===== src/rtl/clksel_pkg.sv =====
package clksel_pkg;
  typedef enum logic [2:0] {
    ST_PRELOCK  = 3'd0,
    ST_PRELOCK2 = 3'd1,
    ST_LOCKED   = 3'd2,
    ST_LOSS     = 3'd3,
    ST_HOLD     = 3'd4
  } op_state_e;
endpackage


===== src/rtl/clksel_timer.sv =====
module clksel_timer #(
  parameter int W = 8
) (
  input  logic         clk_i,
  input  logic         rst_ni,
  input  logic         clr_i,
  input  logic         en_i,
  input  logic [W-1:0] limit_i,
  output logic         hit_o
);
  logic [W-1:0] cnt_q;

  always_ff @(posedge clk_i or negedge rst_ni) begin
    if (!rst_ni)                             cnt_q <= '0;
    else if (clr_i)                          cnt_q <= '0;
    else if (en_i && cnt_q != {W{1'b1}})     cnt_q <= cnt_q + 1'b1;
  end

  // hit on the tick that brings the count up to the limit
  assign hit_o = en_i && (({1'b0, cnt_q} + {{W{1'b0}}, 1'b1}) >= {1'b0, limit_i});
endmodule


===== src/rtl/clksel_pick.sv =====
module clksel_pick #(
  parameter  int N_REF  = 4,
  parameter  int PRIO_W = 4,
  localparam int SEL_W  = (N_REF > 1) ? $clog2(N_REF) : 1
) (
  input  logic [N_REF-1:0]        cand_i,
  input  logic [N_REF*PRIO_W-1:0] prio_i,
  output logic                    any_o,
  output logic [SEL_W-1:0]        idx_o,
  output logic [PRIO_W-1:0]       prio_o
);
  logic [PRIO_W-1:0] prio_a [N_REF];

  for (genvar g = 0; g < N_REF; g++) begin : g_unpack
    assign prio_a[g] = prio_i[g*PRIO_W +: PRIO_W];
  end

  // strict compare keeps the lowest index among equals
  always_comb begin
    any_o  = 1'b0;
    idx_o  = '0;
    prio_o = '0;
    for (int i = 0; i < N_REF; i++) begin
      if (cand_i[i] && (!any_o || prio_a[i] < prio_o)) begin
        any_o  = 1'b1;
        idx_o  = SEL_W'(i);
        prio_o = prio_a[i];
      end
    end
  end
endmodule


===== src/rtl/clksel_mode_ctrl.sv =====
module clksel_mode_ctrl
  import clksel_pkg::*;
#(
  parameter  int N_REF   = 4,
  parameter  int PRIO_W  = 4,
  parameter  int TMR_W   = 20,
  parameter  int QUAL_MS = 2000,
  localparam int SEL_W   = (N_REF > 1) ? $clog2(N_REF) : 1
) (
  input  logic                    clk_i,
  input  logic                    rst_ni,
  input  logic [N_REF-1:0]        ref_valid_i,
  input  logic [N_REF*PRIO_W-1:0] ref_prio_i,
  input  logic                    act_alarm_i,
  input  logic                    phase_lock_i,
  input  logic                    revert_i,
  input  logic [TMR_W-1:0]        timeout_ms_i,
  input  logic                    tick_i,
  output logic [2:0]              state_o,
  output logic [SEL_W-1:0]        sel_o,
  output logic                    lock_alarm_o,
  output logic [N_REF-1:0]        inval_o
);
  localparam int QUAL_W = $clog2(QUAL_MS + 1);

  op_state_e         state_q, nxt;
  logic [SEL_W-1:0]  sel_q, sel_n, pick_idx;
  logic [N_REF-1:0]  inv_q, eff, sel_mask, cand, inval_n;
  logic [PRIO_W-1:0] prio_a [N_REF];
  logic [PRIO_W-1:0] sel_prio, pick_prio;
  logic              pick_any, sel_ok, in_win, any_eff;
  logic              tmo_hit, lock_hit, nv_hit;
  logic              drop, alarm_n, reselect, take;

  for (genvar g = 0; g < N_REF; g++) begin : g_ref
    assign prio_a[g] = ref_prio_i[g*PRIO_W +: PRIO_W];
    assign eff[g]    = ref_valid_i[g] & ~inv_q[g] & (|prio_a[g]);
  end

  assign sel_mask = N_REF'(1) << sel_q;
  assign sel_ok   = eff[sel_q];
  assign sel_prio = prio_a[sel_q];
  assign any_eff  = |eff;
  assign in_win   = (state_q == ST_PRELOCK) || (state_q == ST_PRELOCK2) ||
                    (state_q == ST_LOSS);
  // outside holdover the current reference is never its own fallback
  assign cand     = eff & ~((state_q != ST_HOLD) ? sel_mask : '0);

  clksel_pick #(.N_REF(N_REF), .PRIO_W(PRIO_W)) u_pick (
    .cand_i (cand),
    .prio_i (ref_prio_i),
    .any_o  (pick_any),
    .idx_o  (pick_idx),
    .prio_o (pick_prio)
  );

  clksel_timer #(.W(TMR_W)) u_tmo (
    .clk_i   (clk_i),
    .rst_ni  (rst_ni),
    .clr_i   (take),
    .en_i    (in_win & tick_i),
    .limit_i (timeout_ms_i),
    .hit_o   (tmo_hit)
  );

  clksel_timer #(.W(QUAL_W)) u_lock_q (
    .clk_i   (clk_i),
    .rst_ni  (rst_ni),
    .clr_i   (take | ~phase_lock_i),
    .en_i    (in_win & tick_i & phase_lock_i),
    .limit_i (QUAL_W'(QUAL_MS)),
    .hit_o   (lock_hit)
  );

  clksel_timer #(.W(QUAL_W)) u_none_q (
    .clk_i   (clk_i),
    .rst_ni  (rst_ni),
    .clr_i   (take | any_eff),
    .en_i    ((state_q != ST_HOLD) & tick_i & ~any_eff),
    .limit_i (QUAL_W'(QUAL_MS)),
    .hit_o   (nv_hit)
  );

  always_comb begin
    nxt      = state_q;
    sel_n    = sel_q;
    drop     = 1'b0;
    alarm_n  = 1'b0;
    reselect = 1'b0;
    unique case (state_q)
      ST_LOCKED: begin
        if (!phase_lock_i) nxt = ST_LOSS;
        else if (!sel_ok)  reselect = 1'b1;
      end
      ST_PRELOCK, ST_PRELOCK2, ST_LOSS: begin
        if (sel_ok && act_alarm_i) begin
          drop     = 1'b1;
          reselect = 1'b1;
        end else if (sel_ok && lock_hit) begin
          nxt = ST_LOCKED;
        end else if (sel_ok && tmo_hit) begin
          drop     = 1'b1;
          alarm_n  = 1'b1;
          reselect = 1'b1;
        end else if (sel_ok && revert_i && pick_any && pick_prio < sel_prio) begin
          nxt   = ST_PRELOCK2;
          sel_n = pick_idx;
        end else if (!sel_ok) begin
          reselect = 1'b1;
        end
      end
      ST_HOLD: begin
        if (pick_any) begin
          nxt   = ST_PRELOCK2;
          sel_n = pick_idx;
        end
      end
      default: nxt = ST_PRELOCK;
    endcase
    if (reselect) begin
      if (pick_any) begin
        nxt   = ST_PRELOCK2;
        sel_n = pick_idx;
      end else if (nv_hit) begin
        nxt = ST_HOLD;
      end
    end
  end

  assign take    = (nxt != state_q) || (sel_n != sel_q);
  assign inval_n = drop ? sel_mask : '0;

  always_ff @(posedge clk_i or negedge rst_ni) begin
    if (!rst_ni) begin
      state_q      <= ST_PRELOCK;
      sel_q        <= '0;
      inv_q        <= '0;
      lock_alarm_o <= 1'b0;
      inval_o      <= '0;
    end else begin
      state_q      <= nxt;
      sel_q        <= sel_n;
      inv_q        <= (inv_q | inval_n) & ref_valid_i;
      lock_alarm_o <= alarm_n;
      inval_o      <= inval_n;
    end
  end

  assign state_o = state_q;
  assign sel_o   = sel_q;

  AST_LOCK_DROP: assert property (@(posedge clk_i) disable iff (!rst_ni)
    (state_q == ST_LOCKED && !phase_lock_i) |=> (state_q == ST_LOSS));
  AST_LOCK_NEEDS_PL: assert property (@(posedge clk_i) disable iff (!rst_ni)
    (state_q != ST_LOCKED && !phase_lock_i) |=> (state_q != ST_LOCKED));
  AST_INVAL_ONEHOT: assert property (@(posedge clk_i) disable iff (!rst_ni)
    $onehot0(inval_o));
  AST_ALARM_INVAL: assert property (@(posedge clk_i) disable iff (!rst_ni)
    lock_alarm_o |-> ($countones(inval_o) == 1));
  AST_NO_HOLD_WITH_REF: assert property (@(posedge clk_i) disable iff (!rst_ni)
    (state_q != ST_HOLD && any_eff) |=> (state_q != ST_HOLD));
  AST_HOLD_EXIT: assert property (@(posedge clk_i) disable iff (!rst_ni)
    (state_q == ST_HOLD && any_eff) |=> (state_q == ST_PRELOCK2));
endmodule


===== config.mk =====
export PLATFORM = sky130hd
export DESIGN_NAME = clksel_mode_ctrl
export DESIGN_NICKNAME = d
export VERILOG_FILES = /design/src/rtl/clksel_pkg.sv /design/src/rtl/clksel_timer.sv /design/src/rtl/clksel_pick.sv /design/src/rtl/clksel_mode_ctrl.sv
export SDC_FILE = /design/constraint.sdc
export NUM_CORES = 1
export LEC_CHECK = 0
export BUFFER_PORTS_ARGS = -buffer_cell sky130_fd_sc_hd__buf_2
export CAP_MARGIN = 20
export CELL_PAD_IN_SITES_DETAIL_PLACEMENT = 2
export CELL_PAD_IN_SITES_GLOBAL_PLACEMENT = 2
export CORE_MARGIN = 4
export CORE_UTILIZATION = 37
export DETAILED_ROUTE_END_ITERATION = 7
export PLACE_DENSITY = 0.86
export RECOVER_POWER = 25
export REMOVE_ABC_BUFFERS = 1
export SLEW_MARGIN = 20
export SYNTH_ARGS = -nofsm -noshare
export SYNTH_HDL_FRONTEND = slang
export SYNTH_HIERARCHICAL = 1
export SYNTH_SLANG_ARGS = --single-unit

===== constraint.sdc =====
create_clock -name clk_i -period 8.9 [get_ports clk_i]
set_clock_uncertainty 0.15 [all_clocks]
set_input_delay 0.445 -clock clk_i [delete_from_list [all_inputs] [get_ports clk_i]]
set_output_delay 0.445 -clock clk_i [all_outputs]
set_load 0.005 [all_outputs]

Word-level counts from Yosys, hierarchy flattened
Index checks and enable logic that the tools add are counted.
Cells by class
  mux-type cells: 55
  order comparisons: 9
  shift operators: 1
  eq/ne operators: 10
  reductions and logical operators: 34
  $add $sub $neg: 6
  bitwise operators: 25
Operators with widths (number)
  $mux 11: 4
  $mux 20: 2
  $mux 4: 8
  $mux 3: 9
  $add 11x1->12 const B: 2
  $ge 12x11->1 const B: 2
  $add 11x1->11 const B: 2
  $ne 11x11->1 const B: 2
  $add 20x1->21 const B: 1
  $ge 21x20->1: 1
  $add 20x1->20 const B: 1
  $ne 20x20->1 const B: 1
  $reduce_or 4->1: 5
  $mux 1: 18
  $mux 2: 9
  $lt 4x4->1: 4
  $logic_and 1x1->1: 15
  $and 1x1->1: 12
  $pmux 3 s3: 1
  $and 4x4->4: 2
  $bmux 4 s2: 1
  $eq 3x2->1 const B: 2
  $logic_or 1x1->1: 6
  $not 1->1: 6
  other kinds (19): 24
Storage, ports and cells
  word-level logic and storage cells: 148
  input bits: 46
  register bits after elaboration: 56
  output and inout port bits: 10

Longest topological paths before layout
Gate-level depths: netlist of run 1.
  depth after elaboration: 31
  gate-level depth with buffers: 36
  depth with buffers taken out: 33

By module
Netlist of run 1, hierarchy kept.
By module, submodules not included
  clksel_timer at u_tmo: area an instance 1775.5 µm², cells an instance 214, seq. area each 500.5 µm², instances 1
  clksel_mode_ctrl: area an instance 1398.8 µm², cells an instance 159, seq. area each 350.3 µm², instances 1
  clksel_timer at u_none_q: area an instance 997.2 µm², cells an instance 112, seq. area each 275.3 µm², instances 1
  clksel_timer at u_lock_q: area an instance 953.4 µm², cells an instance 109, seq. area each 275.3 µm², instances 1
  clksel_pick: area an instance 574.3 µm², cells an instance 75, seq. area each 0.0 µm², instances 1

Worst setup path before layout of run 1
OpenSTA, ideal clock, no wires.
  kind: flip-flop to flip-flop
  start point: reg state_q[1] (netlist: state_o[1])
  end point: reg u_lock_q.cnt_q[6]
  setup slack: 1362 ps
  library setup time: 122 ps
  buffers on the path: 4
  stages on the path, launching flop included: 35
  arrival: 7266 ps
  data required time: 8628 ps
  clock period less this slack: 7538 ps
  path through: dfrtp_1 > buf_2 > or3_1 > clkbuf_1 > a31oi_1 > buf_4 > nand2_1 > ha_1 > o211ai_2 > o21ai_1 > o21a_1 > a22oi_1 > ha_1 > a21o_1 > a21oi_1 > a21boi_2 > o21ai_4 > mux2_4 > ha_1 > a21o_1 > a21oi_1 > o21a_2 > o31a_1 > a41oi_4 > mux2i_1 > ha_1 > nand2_1 > nand4_1 > or3_1 > or3_2 > a311oi_1 > nand4b_1 > clkbuf_1 > inv_1 > a32o_1
Between the ends
  word-level cells in the longest chain between the ends: 31
  elaborated cells between the ends (all ways): 77
  classes of those cells: 4 x order compare; 7 x eq/ne; 36 x mux; 7 x bitwise; 23 x reduce/logical
Ends and longest elaborated chain
  start, declared: RTL line clksel_mode_ctrl.sv:26  | op_state_e state_q, nxt;
  start signal, assigned: RTL line clksel_mode_ctrl.sv:141  | state_q <= nxt;
  $ne 3x3->1 (*): RTL line clksel_mode_ctrl.sv:47  | assign cand = eff & ~((state_q != ST_HOLD) ? sel_mask : '0);
  $mux 4 (*): RTL line clksel_mode_ctrl.sv:47
  $not 4->4 (*): RTL line clksel_mode_ctrl.sv:47
  $and 4x4->4 (*): RTL line clksel_mode_ctrl.sv:47
  via cand[0]: RTL line clksel_mode_ctrl.sv:28  | logic [N_REF-1:0] inv_q, eff, sel_mask, cand, inval_n;
  $mux 4 / $mux 1 (equally long branches): RTL line clksel_pick.sv:24  | if (cand_i[i] && (!any_o || prio_a[i] < prio_o)) begin
  $lt 4x4->1 / $logic_not 1->1 (equally long branches): RTL line clksel_pick.sv:24
  $logic_or 1x1->1: RTL line clksel_pick.sv:24
  (+10 left out)
  via pick_prio[3]: RTL line clksel_mode_ctrl.sv:30  | logic [PRIO_W-1:0] sel_prio, pick_prio;
  (+6 left out)
  $pmux 3 s3: RTL line clksel_mode_ctrl.sv:90  | unique case (state_q)
  $mux 3: RTL line clksel_mode_ctrl.sv:124  | end else if (nv_hit) begin
  $mux 3: RTL line clksel_mode_ctrl.sv:121  | if (pick_any) begin
  $mux 3: RTL line clksel_mode_ctrl.sv:120  | if (reselect) begin
  $ne 3x3->1: RTL line clksel_mode_ctrl.sv:130  | assign take = (nxt != state_q) || (sel_n != sel_q);
  $logic_or 1x1->1 (*): RTL line clksel_mode_ctrl.sv:130
  $or 1x1->1 (*): RTL line clksel_mode_ctrl.sv:69  | .clr_i (take | ~phase_lock_i),
  $mux 11 / $reduce_bool 2->1 (equally long branches)
  end signal, assigned: RTL line clksel_timer.sv:16  | else if (en_i && cnt_q != {W{1'b1}}) cnt_q <= cnt_q + 1'b1;
  end, declared: RTL line clksel_timer.sv:11  | logic [W-1:0] cnt_q;
Mark *: on every way through the listed nets, which the timed path passes. The rest lies on a longest branch.
A chain may end at the register's enable or synchronous reset.

Worst setup path after layout of run 1
  start point: reg state_q[2] (netlist: state_o[2])
  end point: reg u_lock_q.cnt_q[3]
The elaborated chain is that of the path after synthesis.

==> summary.txt, run 1 <==
synthesized flop and latch total -> 56
Synth Area in Compound Gates -> 0.2048
most used cell, CP -> ha_1
Post-Syn Area per Cell -> 8.519 um^2
hpwl dp -> 14090 um
max-cap check violation count -> 1
violated checks -> capacitance limit, slew limit
required time of the critical path -> 9.00 ns
Worst Tran Pin Value -> 3.352 ns
pre-CTS setup slack -> 0.4321 ns
FF-to-FF path depth -> 32
Yosys top cell area share -> 0.2459
Adder-Cell Fraction of Synth Area -> 0.1251
clk_lat worst skew -> 0.31 ns
vias per inst -> 5.801
largest family of logic cells by synthesized area -> simple AND/OR/NAND/NOR gates
CTS root buf -> clkbuf_16
share of cells above drive strength 1 -> 0.1619
TritonCTS clock tree -> done
reg-to-reg endpoint -> u_lock_q/cnt_q[3]
Synth Area in Simple Gates -> 0.2389
Area Overhead vs Synth -> 10.36%
CP Max Fanout -> 11
number of hold buffers added after cts -> 0
Layout Utilization -> 0.4153
Worst EP arrival -> 8.42 ns
via count -> 5354
global route overflow -> 0
Final ANT Viol Nets -> 0
Reg clk slew, reported paths -> 0.07 ns
static leakage -> 0.003008 uW
count of cell types in the netlist -> 90
# nets final -> 837
initial DRC count -> 259
Critical Path Source -> state_o[2]
async set-reset flop share out of synthesis -> 1.000
Mapped Area -> 0.005699 mm^2
wire per inst -> 19.71 um
top_reg_cell synth -> dfrtp_1
Die ar. -> 0.01745 mm^2
CTS Buf Count -> 5
xor and xnor area share after synthesis -> 0.07069
Worst path top cell family by delay -> compound AO/OA/AOI/OAI gates
Bufs on Longest Clock Path -> 2
total wire length -> 18190 um
critical path depth -> 32
Startpoint Class -> flip-flop
Slew HR -> -1.234
status -> finished, violations left
R2R setup slack -> 0.58 ns
# IOs -> 56
Max IR drop VDD -> 107.2 uV
CP Capture Point -> u_lock_q/cnt_q[3]
crit path kind -> reg -> reg
final slew viol count -> 57
FILL cells -> 1755
Die Ht -> 132.1 um
crit path setup slack, layout -> 0.5785 ns
Tot GR Track Use -> 0.2089
Placer Congestion -> 0.9192
Tmin final -> 8.322 ns
Seq/Total Area, Yosys -> 0.2459
row count -> 45
Min-Delay Path Class -> in -> reg
WP buf/inv -> 2
H-tree levels -> 2
# diodes -> 0
Slowest-stage cell, CP -> or4_2
drt pass-1 iters -> 4
antenna violations before repair -> 0
R2R Path Start -> state_o[2]
IO Port Bufs -> 55
final worst-path cycle share -> 0.9350
proportion of synthesized area in mux cells -> 0.03578
final hold viol count -> 0
Power per Cell Area -> 168.1 mW/mm^2
clk sinks -> 56
Gate Count Post-Synth -> 669
count leader, synth -> inv_1
setup violators final -> 0
fmax -> 120.2 MHz
first-pass GRT wire length -> 30470 um
Post-synth EDFFs -> 0
cell taking the most area after synthesis -> dfrtp_1
Die Wd -> 132.1 um
largest net degree at the start of global routing -> 57
synth warn -> 6
Initial Util -> 0.3763
Core Area -> 0.01515 mm^2
DRC viols -> 0
top cells by area, synth -> dfrtp_1, ha_1, a21oi_1
vias in the first global route -> 5923
Post-synth top cells -> inv_1, ha_1, dfrtp_1, a21oi_1, nand2_1
Critical Path Max Stage Delay -> 0.74 ns
Worst Setup End Kind -> flip-flop
-- area by class of cell --
type	instances	area, um^2	share of cell area
well taps	188	235.2	0.03740
repair buffers	65	346.6	0.05510
multi-input cells	547	3936	0.6258
clock buffers	5	125.1	0.01989
flip-flops and latches	56	1401	0.2228
clock inverters	3	23.77	0.003780
inverters	59	221.5	0.03521
-- layer usage --
layer  vias to the layer above  routed length, um  GRT usage
li1                       2558                  -          -
met2                        73               9600     0.3962
met5                         -                  0          0
met4                         0                254    0.04084
met1                      2709               7819     0.2513
met3                        14                515    0.02824
-- layout by cell type, fill, tap and decap left out, types with 15 or more instances in the layout --
cell type,netlist,final
nor2_1,44,44
inv_1,58,58
xor2_1,21,21
xnor2_1,25,25
nand2_1,47,47
nand4_1,17,17
or3_1,15,15
dfrtp_1,56,56
a21oi_1,47,47
ha_1,57,57
conb_1,2,22
o21ai_0,27,27
buf_2,5,55
nand3_1,25,24
-- sequential cells by signal, summed over array words and instances, names as in the netlist --
name	count
sel_o	2
u_tmo/cnt_q	20
u_none_q/cnt_q	11
u_lock_q/cnt_q	11
lock_alarm_o	1
state_o	3
inval_o	4
inv_q	4
-- report_power, final --
group,internal [uW],total [uW],switching [uW]
sequential,270,284,14.5
combinational,219,565,346
clock,105,208,103
total,594,1060,464
-- timing repair --
action / in CTS / in global routing
gates resized for setup: 0 / 1
setup buffers: 0 / 4
setup endpoints to repair: 0 / 4
-- how the worst min path moves through the flow --
stage,from,end,cells past startpoint
CTS,rst_ni,inv_q[0],2
detailed placement,inv_q[3],inv_q[3],1
global route,ref_valid_i[1],inv_q[1],2
floorplan,rst_ni,inv_q[0],0
finish,ref_valid_i[1],inv_q[1],2
global placement,inv_q[3],inv_q[3],1
-- metrics by stage --
step / area (um^2) / hold WS, ns / total power (uW) / setup TNS, ns / std cells
2_1_floorplan: 5554 / -0.0005911 / 650.4 / 0 / 662
3_3_place_gp: 6110 / 0.3355 / 794.9 / 0 / 911
3_5_place_dp: 6110 / 0.3576 / 831.4 / 0 / 911
4_1_cts: 6259 / 0.1774 / 1044 / 0 / 919
5_1_grt: 6290 / 0.2280 / 1140 / -0.05753 / 923
6_report: 6290 / 0.2337 / 1057 / 0 / 923
-- logic make-up after synthesis --
kind of cell,after synthesis
other,2
buffers and inverters,86
xor gates and xnor gates,46
DFF,56
muxes,15
and+or+nand+nor,243
AOI/OAI and AO/OA,164
adders and majority gates,57
No activity file was read; power rests on OpenSTA's default activity.
==> run 2: changes to the inputs <==
--- a/config.mk
+++ b/config.mk
@@ -10,9 +10,9 @@
 export CELL_PAD_IN_SITES_DETAIL_PLACEMENT = 2
 export CELL_PAD_IN_SITES_GLOBAL_PLACEMENT = 2
 export CORE_MARGIN = 4
-export CORE_UTILIZATION = 37
+export CORE_UTILIZATION = 34
 export DETAILED_ROUTE_END_ITERATION = 7
-export PLACE_DENSITY = 0.86
+export PLACE_DENSITY = 0.84
 export RECOVER_POWER = 25
 export REMOVE_ABC_BUFFERS = 1
 export SLEW_MARGIN = 20
==> constraint.sdc (replaced) <==
create_clock -name clk_i -period 7.2 [get_ports clk_i]
set_clock_uncertainty 0.15 [all_clocks]
set_input_delay 0.36 -clock clk_i [delete_from_list [all_inputs] [get_ports clk_i]]
set_output_delay 0.36 -clock clk_i [all_outputs]
set_load 0.005 [all_outputs]
==> run 2 against run 1 <==
Net effect:
- the run ends with capacitance limit, slew limit, setup timing left
- sequential power increased by 24%
- largest power group unchanged
- total power rose by 58%
- count of clock-buffer cells in the layout increased by 1
==> summary.txt, run 2 (synthesis gave the netlist of run 1 again) <==
row count -> 47 (+4.4%)
Slew HR -> -1.212 (+0.02224)
CP Max Fanout -> 5 (-6)
required time of the critical path -> 7.24 ns (-1.76 ns)
Placer Congestion -> 0.8778 (-4.5%)
TritonCTS clock tree -> done
status -> finished, violations left
global route overflow -> 0 (unchanged)
setup TNS -> -0.1023 ns (-0.1023 ns)
WP buf/inv -> 3 (+1)
RSZ-0062 raised after global routing -> yes
antenna violations before repair -> 0 (unchanged)
final hold viol count -> 0 (unchanged)
fmax -> 137.8 MHz (+15%)
Critical Path Max Stage Delay -> 0.42 ns (-0.32 ns)
# nets final -> 877 (+4.8%)
H-tree levels -> 2 (unchanged)
Top reg by flops -> u_tmo/cnt_q
CTS root buf -> clkbuf_16
CTS Buf Count -> 5 (unchanged)
clk_lat worst skew -> 0.30 ns (about the same)
Bufs on Longest Clock Path -> 2 (unchanged)
hpwl dp -> 15130 um (+7.4%)
Die ar. -> 0.01890 mm^2 (+8.3%)
Worst EP arrival -> 7.30 ns (-1.12 ns)
Worst Setup End Kind -> flip-flop
max reg flops -> 20 (unchanged)
vias per inst -> 5.677 (-2.1%)
Reg clk slew, reported paths -> 0.08 ns (about the same)
Tmin final -> 7.257 ns (-1.065 ns)
Startpoint Class -> flip-flop
total wire length -> 20750 um (+14%)
Min-Delay Path Class -> in -> reg
Tot GR Track Use -> 0.2072 (-0.001690)
via count -> 5649 (+5.5%)
# diodes -> 0 (unchanged)
Max IR drop VDD -> 119.7 uV (+12%)
IO Port Bufs -> 55 (unchanged)
initial DRC count -> 242 (-6.6%)
wire per inst -> 20.85 um (+5.8%)
violated checks -> capacitance limit, slew limit, setup timing
Worst Tran Pin Value -> 3.318 ns (-0.03336 ns)
Area Overhead vs Synth -> 21.84%
DRC viols -> 0 (unchanged)
Initial Util -> 0.3449 (-0.03140)
Final ANT Viol Nets -> 0 (unchanged)
crit path kind -> reg -> reg
Core Area -> 0.01652 mm^2 (+9.1%)
Die Wd -> 137.5 um (+4.1%)
max-cap check violation count -> 1 (unchanged)
crit path setup slack, layout -> -0.05689 ns (-0.6354 ns)
Die Ht -> 137.5 um (+4.1%)
final worst-path cycle share -> 1.008 (+0.07290)
drt pass-1 iters -> 5 (+1)
static leakage -> 0.003254 uW (+8.2%)
first-pass GRT wire length -> 31640 um (+3.8%)
commonest non-fill, non-tap cell in the layout -> inv_1
Hold WS -> 0.1522 ns (-0.08152 ns)
largest net degree at the start of global routing -> 57 (unchanged)
share of cells above drive strength 1 -> 0.2568 (+0.09487)
setup violators final -> 7 (+7)
Power per Cell Area -> 240.2 mW/mm^2 (+43%)
commonest cells after routing, fill and taps aside -> inv_1, dfrtp_1, buf_2, ha_1, nand2_1
Worst path top cell family by delay -> compound AO/OA/AOI/OAI gates
Slowest-stage cell, CP -> or3_4
most used cell, CP -> ha_1
clk sinks -> 56 (unchanged)
final slew viol count -> 57 (unchanged)
largest registers -> u_tmo/cnt_q (20), u_lock_q/cnt_q (11), u_none_q/cnt_q (11)
# IOs -> 56 (unchanged)
vias in the first global route -> 6058 (+2.3%)
## run 2: changes by cell type in the layout (fill, tap and decap cells not counted), moves of 4 or more
cell / change
buf_4: +33
a21oi_1: -16
a21oi_2: +15
nor2_1: -7
buf_6: +4
ha_1: -4
ha_4: +4
nor2_2: +4
## run 2: final timing paths
path / cells past startpoint / end / slack (ns) / from
worst max-delay path: 31 / u_lock_q/cnt_q[6] / -0.06 / state_o[1]
worst max register to register: 31 / u_lock_q/cnt_q[6] / -0.06 / state_o[1]
worst min-delay path: 2 / inv_q[0] / 0.15 / ref_valid_i[0]
max in group asynchronous: 2 / u_lock_q/cnt_q[5] / 3.91 / rst_ni
worst min register to register: 1 / inv_q[1] / 0.38 / inv_q[1]
min in group asynchronous: 2 / inv_q[1] / 1.11 / rst_ni
## run 2: where the power goes
| part | total, uW | internal, uW | switching (uW) |
|---|---|---|---|
| clock network | 288 | 164 | 123 |
| registers | 351 | 334 | 17.2 |
| logic | 1030 | 466 | 564 |
## run 2: what timing repair did
| item | 4_1_cts | 5_1_grt |
|---|---|---|
| pin swaps | 6 | 23 |
| setup endpoints to repair | 42 | 42 |
| cloned | 0 | 3 |
| hold buffers | 0 | 0 |
| setup buffers | 3 | 10 |
| resized for setup | 9 | 46 |
## run 2: metrics by stage
stage | total power (uW) | util | cells | cell area, um^2 | setup slack, ns
2_1_floorplan | 804.0 | - | 662 | 5554 | -0.4036
3_3_place_gp | 1073 | 0.3856 | 971 | 6372 | -0.09016
3_5_place_dp | 1118 | 0.3856 | 971 | 6372 | -0.5779
4_1_cts | 1430 | 0.3995 | 982 | 6601 | 0.005027
5_1_grt | 1761 | 0.4202 | 995 | 6944 | -0.3600
6_report | 1668 | 0.4202 | 995 | 6944 | -0.05689
## run 2: area by class of cell
| class | instances | area [um^2] |
|---|---|---|
| Clock buffer | 6 | 128.9 |
| Clock inverter | 2 | 35.03 |
| Fill cell | 1832 | 9580 |
| Inverter | 59 | 224.0 |
| Multi-Input combinational cell | 547 | 4170 |
| Sequential cell | 56 | 1401 |
| Tap cell | 220 | 275.3 |
| Timing Repair Buffer | 105 | 709.4 |
## run 2: metal layers
metal  wire length [um]  vias up  global-route usage
met3                582       27             0.01936
met2              11130      118              0.3964
met5                  0        -                   0
met1               8659     2860              0.2499
li1                   -     2644                   -
met4                379        0             0.04213
